$ cat config.mk
export PLATFORM = sky130hd
export DESIGN_NAME = chip_erase_seq
export DESIGN_NICKNAME = d
export VERILOG_FILES = /design/src/rtl/ce_pkg.sv /design/src/rtl/ce_counter.sv /design/src/rtl/ce_timer.sv /design/src/rtl/chip_erase_seq.sv
export SDC_FILE = /design/constraint.sdc
export NUM_CORES = 1
export LEC_CHECK = 0
export BUFFER_PORTS_ARGS = -buffer_cell sky130_fd_sc_hd__buf_2
export CORE_ASPECT_RATIO = 0.9
export CORE_MARGIN = 2
export CORE_UTILIZATION = 51
export DETAILED_ROUTE_END_ITERATION = 10
export PLACE_DENSITY = 0.8
export REMOVE_ABC_BUFFERS = 1
export SYNTH_ARGS = -nofsm -noshare
export SYNTH_HDL_FRONTEND = slang
export SYNTH_SLANG_ARGS = --single-unit
$ cat constraint.sdc
create_clock -name clk -period 2.2 [get_ports clk]
set_input_delay 0.22 -clock clk [delete_from_list [all_inputs] [get_ports clk]]
set_output_delay 0.22 -clock clk [all_outputs]
set_load 0.01 [all_outputs]
$ cat src/rtl/ce_pkg.sv
package ce_pkg;
  typedef enum logic [3:0] {
    ST_IDLE, ST_PRG, ST_ERS_A, ST_ERS_B, ST_ERS_WAIT,
    ST_VFY_CMD, ST_VFY_WAIT, ST_VFY_RD, ST_RDMODE, ST_FIN
  } ce_state_t;

  localparam logic [7:0] CMD_ERASE  = 8'h20;
  localparam logic [7:0] CMD_VERIFY = 8'hA0;
  localparam logic [7:0] CMD_READ   = 8'h00;
  localparam logic [7:0] ERASED     = 8'hFF;
endpackage

$ cat src/rtl/ce_counter.sv
module ce_counter #(
  parameter int W = 4
) (
  input  logic         clk,
  input  logic         rst_n,
  input  logic         clr,
  input  logic         inc,
  output logic [W-1:0] q
);
  logic [W-1:0] q_d;

  always_comb begin
    q_d = q;
    if (clr)      q_d = '0;
    else if (inc) q_d = q + W'(1);
  end

  always_ff @(posedge clk or negedge rst_n) begin
    if (!rst_n)          q <= '0;
    else if (clr || inc) q <= q_d;
  end
endmodule

$ cat src/rtl/ce_timer.sv
module ce_timer #(
  parameter int W = 4
) (
  input  logic         clk,
  input  logic         rst_n,
  input  logic         load,
  input  logic [W-1:0] load_val,
  output logic         zero
);
  logic [W-1:0] cnt, cnt_d;
  logic         cnt_en;

  assign zero   = (cnt == '0);
  assign cnt_en = load || !zero;

  always_comb begin
    if (load) cnt_d = load_val;
    else      cnt_d = cnt - W'(1);
  end

  always_ff @(posedge clk or negedge rst_n) begin
    if (!rst_n)      cnt <= '0;
    else if (cnt_en) cnt <= cnt_d;
  end
endmodule

$ cat src/rtl/chip_erase_seq.sv
module chip_erase_seq #(
  parameter int DEPTH      = 16,
  parameter int ERASE_CYC  = 10,
  parameter int RECOV_CYC  = 6,
  parameter int MAX_PULSES = 6,
  localparam int AW = (DEPTH > 2) ? $clog2(DEPTH) : 1,
  localparam int PW = $clog2(MAX_PULSES + 1),
  localparam int TMAX = (ERASE_CYC > RECOV_CYC) ? ERASE_CYC : RECOV_CYC,
  localparam int TW = (TMAX > 1) ? $clog2(TMAX) : 1
) (
  input  logic          clk,
  input  logic          rst_n,
  input  logic          start,
  input  logic          skip_preprog,
  output logic          done,
  output logic          pass,
  output logic [AW-1:0] fail_addr,
  output logic          bus_req,
  output logic          bus_we,
  output logic [AW-1:0] bus_addr,
  output logic [7:0]    bus_wdata,
  input  logic [7:0]    bus_rdata,
  input  logic          bus_ack,
  output logic          pgm_req,
  output logic [AW-1:0] pgm_addr,
  output logic [7:0]    pgm_data,
  input  logic          pgm_done,
  input  logic          pgm_ok
);
  import ce_pkg::*;

  localparam logic [AW-1:0] LAST_ADDR = AW'(DEPTH - 1);
  localparam logic [PW-1:0] PULSE_LIM = PW'(MAX_PULSES);
  localparam logic [TW-1:0] ERS_LOAD  = TW'(ERASE_CYC - 1);
  localparam logic [TW-1:0] RCV_LOAD  = TW'(RECOV_CYC - 1);

  ce_state_t     state, state_d;
  logic [AW-1:0] addr_q;
  logic [PW-1:0] pulse_q;
  logic          addr_clr, addr_inc, pulse_clr, pulse_inc;
  logic          tmr_load, tmr_zero;
  logic [TW-1:0] tmr_val;
  logic          pass_q, pass_set, fail_set, res_clr;
  logic [AW-1:0] fail_q;
  logic          at_last;

  ce_counter #(.W(AW)) u_addr (
    .clk(clk), .rst_n(rst_n), .clr(addr_clr), .inc(addr_inc), .q(addr_q));

  ce_counter #(.W(PW)) u_pulse (
    .clk(clk), .rst_n(rst_n), .clr(pulse_clr), .inc(pulse_inc), .q(pulse_q));

  ce_timer #(.W(TW)) u_tmr (
    .clk(clk), .rst_n(rst_n), .load(tmr_load), .load_val(tmr_val), .zero(tmr_zero));

  assign at_last = (addr_q == LAST_ADDR);

  always_comb begin
    state_d   = state;
    addr_clr  = 1'b0;
    addr_inc  = 1'b0;
    pulse_clr = 1'b0;
    pulse_inc = 1'b0;
    tmr_load  = 1'b0;
    tmr_val   = ERS_LOAD;
    pass_set  = 1'b0;
    fail_set  = 1'b0;
    res_clr   = 1'b0;
    unique case (state)
      ST_IDLE: if (start) begin
        addr_clr  = 1'b1;
        pulse_clr = 1'b1;
        res_clr   = 1'b1;
        state_d   = skip_preprog ? ST_ERS_A : ST_PRG;
      end
      ST_PRG: if (pgm_done) begin
        if (!pgm_ok) begin
          fail_set = 1'b1;
          state_d  = ST_RDMODE;
        end else if (at_last) begin
          addr_clr = 1'b1;
          state_d  = ST_ERS_A;
        end else begin
          addr_inc = 1'b1;
        end
      end
      ST_ERS_A: if (bus_ack) state_d = ST_ERS_B;
      ST_ERS_B: if (bus_ack) begin
        pulse_inc = 1'b1;
        tmr_load  = 1'b1;
        tmr_val   = ERS_LOAD;
        state_d   = ST_ERS_WAIT;
      end
      ST_ERS_WAIT: if (tmr_zero) state_d = ST_VFY_CMD;
      ST_VFY_CMD: if (bus_ack) begin
        tmr_load = 1'b1;
        tmr_val  = RCV_LOAD;
        state_d  = ST_VFY_WAIT;
      end
      ST_VFY_WAIT: if (tmr_zero) state_d = ST_VFY_RD;
      ST_VFY_RD: if (bus_ack) begin
        if (bus_rdata == ERASED) begin
          if (at_last) begin
            pass_set = 1'b1;
            state_d  = ST_RDMODE;
          end else begin
            addr_inc = 1'b1;
            state_d  = ST_VFY_CMD;
          end
        end else if (pulse_q == PULSE_LIM) begin
          fail_set = 1'b1;
          state_d  = ST_RDMODE;
        end else begin
          state_d = ST_ERS_A;
        end
      end
      ST_RDMODE: if (bus_ack) state_d = ST_FIN;
      ST_FIN:    state_d = ST_IDLE;
      default:   state_d = ST_IDLE;
    endcase
  end

  always_ff @(posedge clk or negedge rst_n) begin
    if (!rst_n) state <= ST_IDLE;
    else        state <= state_d;
  end

  always_ff @(posedge clk or negedge rst_n) begin
    if (!rst_n) begin
      pass_q <= 1'b0;
      fail_q <= '0;
    end else begin
      if (res_clr || pass_set) pass_q <= pass_set;
      if (res_clr)             fail_q <= '0;
      else if (fail_set)       fail_q <= addr_q;
    end
  end

  always_comb begin
    bus_req = 1'b0;
    bus_we  = 1'b1;
    bus_wdata = CMD_READ;
    unique case (state)
      ST_ERS_A, ST_ERS_B: begin bus_req = 1'b1; bus_wdata = CMD_ERASE;  end
      ST_VFY_CMD:         begin bus_req = 1'b1; bus_wdata = CMD_VERIFY; end
      ST_VFY_RD:          begin bus_req = 1'b1; bus_we = 1'b0;          end
      ST_RDMODE:          begin bus_req = 1'b1; bus_wdata = CMD_READ;   end
      default: ;
    endcase
  end

  assign bus_addr  = addr_q;
  assign pgm_req   = (state == ST_PRG);
  assign pgm_addr  = addr_q;
  assign pgm_data  = 8'h00;
  assign done      = (state == ST_FIN);
  assign pass      = pass_q;
  assign fail_addr = fail_q;

  a_r12_hold_until_ack: assert property (@(posedge clk) disable iff (!rst_n)
    bus_req && !bus_ack |=> bus_req && $stable(bus_we) && $stable(bus_addr) && $stable(bus_wdata))
    else $error("R12 bus request changed before acknowledge");

  a_r13_done_single: assert property (@(posedge clk) disable iff (!rst_n)
    done |=> !done)
    else $error("R13 done longer than one cycle");

  a_r11_pulse_bound: assert property (@(posedge clk) disable iff (!rst_n)
    pulse_q <= PULSE_LIM)
    else $error("R11 pulse count above limit");

  a_r2_no_overlap: assert property (@(posedge clk) disable iff (!rst_n)
    !(pgm_req && bus_req))
    else $error("R2 program and bus requests overlap");

  a_r2_pgm_hold: assert property (@(posedge clk) disable iff (!rst_n)
    pgm_req && !pgm_done |=> pgm_req && $stable(pgm_addr))
    else $error("R2 program request dropped early");
endmodule

Word-level counts from Yosys, hierarchy flattened
Index checks and enable logic that the tools add are counted.

Bits in latches: 0. Memories: 0. Memory bits (writable): 0. Logic and storage cells: 99. Input bits: 15. Bits in registers: 20. ROM bits: 0. Output and inout bits: 33.

Shift operators: 0. $lt $le $gt $ge: 0. $add $sub $neg: 3. Reductions and logical operators: 16. Div/mod/pow operators: 0. $mul: 0. Muxes and demuxes: 52. Bitwise operators: 0. Equality and inequality tests: 22.

Operators by type and width (count): $mux 4 (21); $pmux 4 s9 (1); $mux 1 (23); $eq 4x3->1 const B (4); $pmux 8 s2 (1); $eq 4x4->1 const B (3); $ne 2x2->1 const B (6); $reduce_and 10->1 (1); $eq 4x2->1 const B (2); $eq 8x8->1 const B (1); $logic_not 4->1 (2); $mux 3 (2); $ne 2x1->1 const B (3); $pmux 1 s2 (3); $reduce_bool 2->1 (3); $reduce_or 5->1 (1); $add 4x1->4 const B (1); $eq 4x1->1 const B (1); $logic_or 1x1->1 (4); $reduce_and 2->1 (2); $reduce_or 2->1 (2); $sub 4x1->4 const B (1); $add 3x1->3 const B (1); $eq 3x3->1 const B (1); other kinds (3) (3).

Depth between registers and ports, before layout
Gate-level depths: netlist (run 1).

Depth after elaboration: 7. Mapped depth: 6. Depth with buffers taken out: 6.

Cells and area by module
From an unflattened synthesis (run 1), not the netlist that was laid out.

Cell total of the unflattened synthesis: 165. Area, all modules: 1519.0 µm².

Modules (own cells, without submodules): chip_erase_seq (seq. area each 225.2 µm², area an instance 955.9 µm², instances 1, cells each 116); ce_timer (seq. area each 100.1 µm², area an instance 234.0 µm², instances 1, cells each 22); ce_counter (u_addr) (seq. area each 100.1 µm², area an instance 192.7 µm², instances 1, cells each 16); ce_counter (u_pulse) (seq. area each 75.1 µm², area an instance 136.4 µm², instances 1, cells each 11).

Worst setup path before layout (run 1)
No wires, ideal clock.

Kind: reg-to-reg. From: reg state[1]. To: reg state[1]. Setup time: 0.125 ns. Period minus slack after synthesis: 1.778 ns. Arrival time: 1.653 ns. Required time: 2.075 ns. Stages on the path, launching flop included: 5. Buffers on the path: 0. Slack: 0.422 ns. Cells stage by stage: dfrtp_1 or4b_4 a211o_1 nand3_2 mux2_2.

Word-level cells in the longest chain between the ends: 3. Elaborated cells between the ends (all ways): 21. Those cells by class: 18 x eq/ne; 1 x mux; 2 x reduce/logical.

Ends and longest elaborated chain: start: declaration (line chip_erase_seq.sv:37) `ce_state_t state, state_d;`; start signal: assignment (line chip_erase_seq.sv:125) `else state <= state_d;`; $eq 4x1->1, or another cell as far along (line chip_erase_seq.sv:69) `unique case (state)`; $ne 3x2->1 (no source line), or another cell as far along; $reduce_and 10->1 (no source line).

Several ways; a longest one is shown, not always the timed one. A chain may end at the register's enable or synchronous reset.

Final worst setup path (run 1)
From: reg state[0]. To: out bus_wdata[7].

Word-level cells in the longest chain between the ends: 3. Elaborated cells between the ends (all ways): 5. Those cells by class: 3 x eq/ne; 1 x mux; 1 x reduce/logical.

Ends and longest elaborated chain: $eq 4x2->1 (line chip_erase_seq.sv:143) `unique case (state)`; $reduce_or 2->1; $pmux 8 s2 * (line chip_erase_seq.sv:143); end: declaration (line chip_erase_seq.sv:21) `output logic [7:0] bus_wdata,`.

Mark *: on every way between the ends. The rest lies on a longest branch, timed or not.

==> results of run 1 <==
## flip-flops by register name, summed over array words and instances, names as in the netlist
register	count
fail_addr	4
state	4
u_addr.q	4
u_tmr.cnt	4
u_pulse.q	3
pass	1
## cell usage after synthesis, types with 2 or more instances
library cell  instances  share of area, %
a21o_1                2               1.0
a21oi_1               8               2.7
a2bb2oi_1             3               1.8
a32o_1                2               1.3
and2_1                2              0.84
and3_1                3               1.3
and4_1                2               1.2
buf_4                18               9.1
clkbuf_1              5               1.3
dfrtp_1              20                34
ha_1                  4               3.4
inv_1                13               3.3
mux2i_1              10               6.7
nand2_1              11               2.8
nand3_1               7               2.3
nand4_1               4               1.7
nor2_1                9               2.3
nor3_1                2              0.67
nor3b_1               2               1.0
nor4_1                3               1.3
nor4b_1               2               1.2
o21ai_0               6               2.0
xnor2_1               2               1.2
## per-stage QoR
stage / cell area [um^2] / utilization, % / setup WS (ns) / hold WS (ns)
after floorplan: 1380 / - / 0.302 / -0.0756
after global placement: 1660 / 59.8 / 0.348 / 0.187
after detailed placement: 1660 / 59.8 / 0.296 / 0.191
after CTS: 1700 / 61.5 / 0.169 / 0.0946
after global routing: 1700 / 61.5 / 0.00918 / 0.108
final: 1700 / 61.5 / 0.128 / 0.100
## power groups by stage
| stage | Clock, mW | Combinational, mW | Sequential [mW] |
|---|---|---|---|
| 4_1_cts | 0.228 | 1.01 | 0.615 |
| 3_5_place_dp | 0 | 1.00 | 0.623 |
| 2_1_floorplan | 0 | 0.635 | 0.643 |
| 5_1_grt | 0.241 | 1.13 | 0.635 |
| 6_report | 0.221 | 1.01 | 0.616 |
| 3_3_place_gp | 0 | 0.960 | 0.610 |
## routing by layer
| layer | track usage, % | wire [um] |
|---|---|---|
| met1 | 29.0 | 1470 |
| met4 | 7.45 | 46 |
| met5 | 0 | 0 |
| met3 | 6.79 | 203 |
| met2 | 34.1 | 1630 |
## area by class of cell
class	instances	area, um^2
sequential	20	500
multi-input combinational	123	827
tap	40	50.0
clock buffer	4	36.3
inverter	14	53.8
timing repair buffer	42	235
fill	241	1070
## cell families (layout without fill, tap and decap cells)
family          after synthesis  after routing  synth area share, %
compound gates               31             31                 14.2
xor+xnor                      3              3                 1.76
fa+ha+maj                     4              4                 3.36
buf+inv                      38             60                 14.3
flops                        20             20                 33.6
mux                          12             12                 8.47
other cells                   1             14                0.251
simple gates                 59             59                 24.2
## worst paths after layout
check,end,cells after the start,startpoint
worst max-delay path,bus_wdata[7],3,state[0]
worst min-delay path,u_pulse.q[2],2,start
worst max register to register,state[1],4,state[1]
worst min register to register,u_pulse.q[0],1,u_pulse.q[0]
max in group asynchronous,u_addr.q[0],2,rst_n
min in group asynchronous,u_tmr.cnt[0],2,rst_n
==> flow_summary.yaml, run 1 <==
critical_path:
  crit_slowest_cell: "dfrtp_1"
  ff2ff_setup_slack_ns: 0.28
  cp_slowest_stage_delay_ns: 0.56
  critical_path_buf_inv_count: 2
  path_class: "register to output pin"
  crit_path_cell_trace: "inv_1 > nor4_1 > buf_2"
  worstSetupEndpointType: "output pin"
  required_ns: 1.98
  critPathLaunchType: "register"
  arrival_ns: 1.85
  cp_max_fo: 12
  cp_top_family: "flip-flops"
sta:
  rsz0062_at_grt: "no"
  timing.final.crit_share_pct: 94.2
  fmax_mhz: 483
  hold_viol: 0
  fin_skew_ns: 0.00684
  setup-tns-final_ns: 0
  setup_viol: 0
  fin_crit_ns: 2.07
  slew_violations: 0
  worstMarginPinSlew_ns: 0.538
  maxSlewHeadroom_pct: 63.8
pwr:
  power_frac_seq_pct: 33.4
  p_sw_uw: 792
  total_power_mw: 1.84
  ir_drop_uv: 553
  p_int_mw: 1.05
  switching_share_pct: 42.9
  p_comb_share_pct: 54.6
  power_density_nw_per_um2: 1080
  leakagePower_nw: 0.863
  clkPwrFrac_pct: 12.0
logic_synthesis:
  ys_seq_area_share_pct: 33.6
  synthArstFlopShare_pct: 100
  ys_ff_latch: 20
  ys_types: 51
  synth_area_per_cell_um2: 8.88
  syn_inst: 168
  synth-edff-count: 0
  ys.flop_type: "dfrtp_1"
  yosys_warnings: 0
  syn_area_um2: 1490
flow_run:
  cap_viol_max_count: 0
global_routing:
  grt_pass1_vias: 1287
  grt_pass1_wl_um: 5730
  groute.usage.overall_pct: 22.1
  grt_start_max_net_pins: 21
  grt_antenna_before_repair: 0
  grt_overflow_total: 0
floorplanning:
  core_um2: 2770
  die_w_um: 61
  die_y_um: 55.3
  initial_core_util_pct: 53.8
  dieArea_um2: 3370
  placementRows: 18
  ios: 48
clocking:
  cts_root_buf: "clkbuf_4"
  clk_pin_slew_ns: 0.11
  post_cts_buffers: 0
  cts_max_level: 1
  tritoncts: "built"
  clock_latency_ns: 0.32
  clock-sinks: 20
  cts_resized: 0
  cts_buffers: 3
  hold_buffers: 1
  clock_path_buffers: 2
routing:
  wl_per_cell_um: 13.8
  drt_iter0_markers: 110
  vias: 1336
  firstDrtPassIters: 4
  drt_wl_total_um: 3350
  final_antenna_net_count: 0
  drc: 0
  routed_via_density: 5.50
cells_and_area:
  layout_commonest_cell: "buf_2"
  stdcell_count: 243
  syn2layout_area_growth_pct: 14.2
  final_cell_mix: "33 x buf_2, 20 x dfrtp_1, 14 x conb_1, 13 x inv_1, 11 x nand2_1"
  final_layout_size_suffix_gt1_share_pct: 27.1
  layout.nets: 223
  antenna_cells: 0
place:
  routabilityCongestion: 0.973
  io_buffers: 33
  place_hpwl_um: 2580
  placed_cells: 238
hold_path:
  hold_path_class: "input pin to register"
run_status:
  run_status: "finished, final reports clean"
Note: power is estimated with default switching activity, not from simulation.
==> run 2: changes to the inputs <==
--- a/config.mk
+++ b/config.mk
@@ -9,7 +9,7 @@
 export CORE_ASPECT_RATIO = 0.9
 export CORE_MARGIN = 2
-export CORE_UTILIZATION = 51
+export CORE_UTILIZATION = 54
 export DETAILED_ROUTE_END_ITERATION = 10
-export PLACE_DENSITY = 0.8
+export PLACE_DENSITY = 0.84
 export REMOVE_ABC_BUFFERS = 1
 export SYNTH_ARGS = -nofsm -noshare
==> constraint.sdc (replaced) <==
create_clock -name clk -period 2.65 [get_ports clk]
set_input_delay 0.265 -clock clk [delete_from_list [all_inputs] [get_ports clk]]
set_output_delay 0.265 -clock clk [all_outputs]
set_load 0.1 [all_outputs]
==> flow_summary.yaml, run 2 (same netlist as run 1, synthesis figures left out) <==
cells_and_area:
  layout.nets: 216
  layout_commonest_cell: "buf_2"
  syn2layout_area_growth_pct: 9.82
  stdcell_count: 226
  antenna_cells: 0
  final_area_um2: 1640
  final_cell_mix: "33 x buf_2, 20 x dfrtp_1, 14 x conb_1, 13 x inv_1, 11 x nand2_1"
  fin_util_pct: 61.1
  final_layout_size_suffix_gt1_share_pct: 24.5
routing:
  wl_per_cell_um: 14.4
  drc: 0
  routed_via_density: 5.85
  final_antenna_net_count: 0
  firstDrtPassIters: 4
  vias: 1322
  drt_wl_total_um: 3260
  drt_iter0_markers: 77
floorplanning:
  die_y_um: 53.9
  dieArea_um2: 3200
  ios: 48
  placementRows: 18
  core_um2: 2680
  initial_core_util_pct: 55.6
  die_w_um: 59.4
critical_path:
  crit_start: "state[1]"
  rr_worst_depth: 4
  required_ns: 2.38
  path_class: "register to output pin"
  worstReg2RegStart: "state[1]"
  cp_max_fo: 17
  worstSetupEndpointType: "output pin"
  critPathLaunchType: "register"
  arrival_ns: 2.18
global_routing:
  groute.usage.overall_pct: 20.9
  grt_pass1_vias: 1100
  grt_start_max_net_pins: 21
  grt_overflow_total: 0
  grt_pass1_wl_um: 5050
  grt_antenna_before_repair: 0
sta:
  worst_slack_ns: 0.206
  setup-tns-final_ns: 0
  fmax_mhz: 409
  rsz0062_at_grt: "no"
  worst_hold_slack_ns: 0.155
  worstMarginPinSlew_ns: 0.633
  slew_violations: 0
  fin_crit_ns: 2.44
  maxSlewHeadroom_pct: 57.2
  fin_skew_ns: 0.00815
  setup_viol: 0
  hold_viol: 0
  timing.final.crit_share_pct: 92.2
pwr:
  p_int_uw: 828
  clkPwrFrac_pct: 9.0
  switching_share_pct: 59.1
  power_frac_seq_pct: 27.4
  ir_drop_uv: 775
  p_sw_mw: 1.20
  leakagePower_nw: 0.827
  total_power_mw: 2.02
  power_density_nw_per_um2: 1240
  p_comb_share_pct: 63.7
place:
  dp_slack_ns: 0.643
  place_hpwl_um: 2420
  placed_cells: 221
  routabilityCongestion: 0.874
  io_buffers: 33
  place_area_um2: 1590
clocking:
  post_cts_buffers: 0
  clock_latency_ns: 0.31
  cts_root_buf: "clkbuf_4"
  cts_max_level: 1
  clock_path_buffers: 2
  hold_buffers: 1
  clk_pin_slew_ns: 0.12
  cts_resized: 0
  clock-sinks: 20
  cts_buffers: 3
  tritoncts: "built"
hold_path:
  hold_depth: 2
  holdCritStartpoint: "start"
  hold_path_class: "input pin to register"
flow_run:
  cap_viol_max_count: 0
run_status:
  run_status: "finished, final reports clean"
run 2: cell types whose count changed in the layout (fill, tap and decap cells not counted), sizes merged:
cell / before / now
buf: 41 / 34
run 2: power by group through the flow:
| stage | Sequential [mW] | Clock, mW | Combinational [mW] |
|---|---|---|---|
| 2_1_floorplan | 0.750 | 0 | 0.864 |
| 3_3_place_gp | 0.540 | 0 | 1.25 |
| 3_5_place_dp | 0.552 | 0 | 1.28 |
| 4_1_cts | 0.549 | 0.182 | 1.29 |
| 5_1_grt | 0.572 | 0.197 | 1.37 |
| 6_report | 0.554 | 0.181 | 1.29 |
run 2: critical path, cell delays in order (launching register included):
cell      delay, ns
dfrtp_1        0.58
nor4b_1        0.65
o21bai_1       0.19
buf_2          0.44
run 2: cell type report:
type / count / area, um^2
Inverter: 14 / 53.8
Tap cell: 30 / 37.5
Multi-Input combinational cell: 123 / 827
Sequential cell: 20 / 500
Clock buffer: 4 / 36.3
Timing Repair Buffer: 35 / 183
Fill cell: 234 / 1040
run 2: path summary, 6_finish.rpt:
kind | slack, ns | end
setup / recovery | 0.21 | bus_req
hold / removal | 0.16 | u_pulse.q[2]
setup reg to reg | 0.59 | state[1]
hold reg to reg | 0.51 | u_pulse.q[0]
max in group asynchronous | 1.92 | fail_addr[2]
min in group asynchronous | 0.42 | u_tmr.cnt[3]
run 2: layer usage:
layer / track usage, % / up-vias / part of all wire, %
met2: 35.3 / 55 / 51
met3: 5.05 / 4 / 6.0
met1: 27.1 / 637 / 43
met5: 0 / - / 0
li1: - / 626 / -
met4: 4.92 / 0 / 0.64
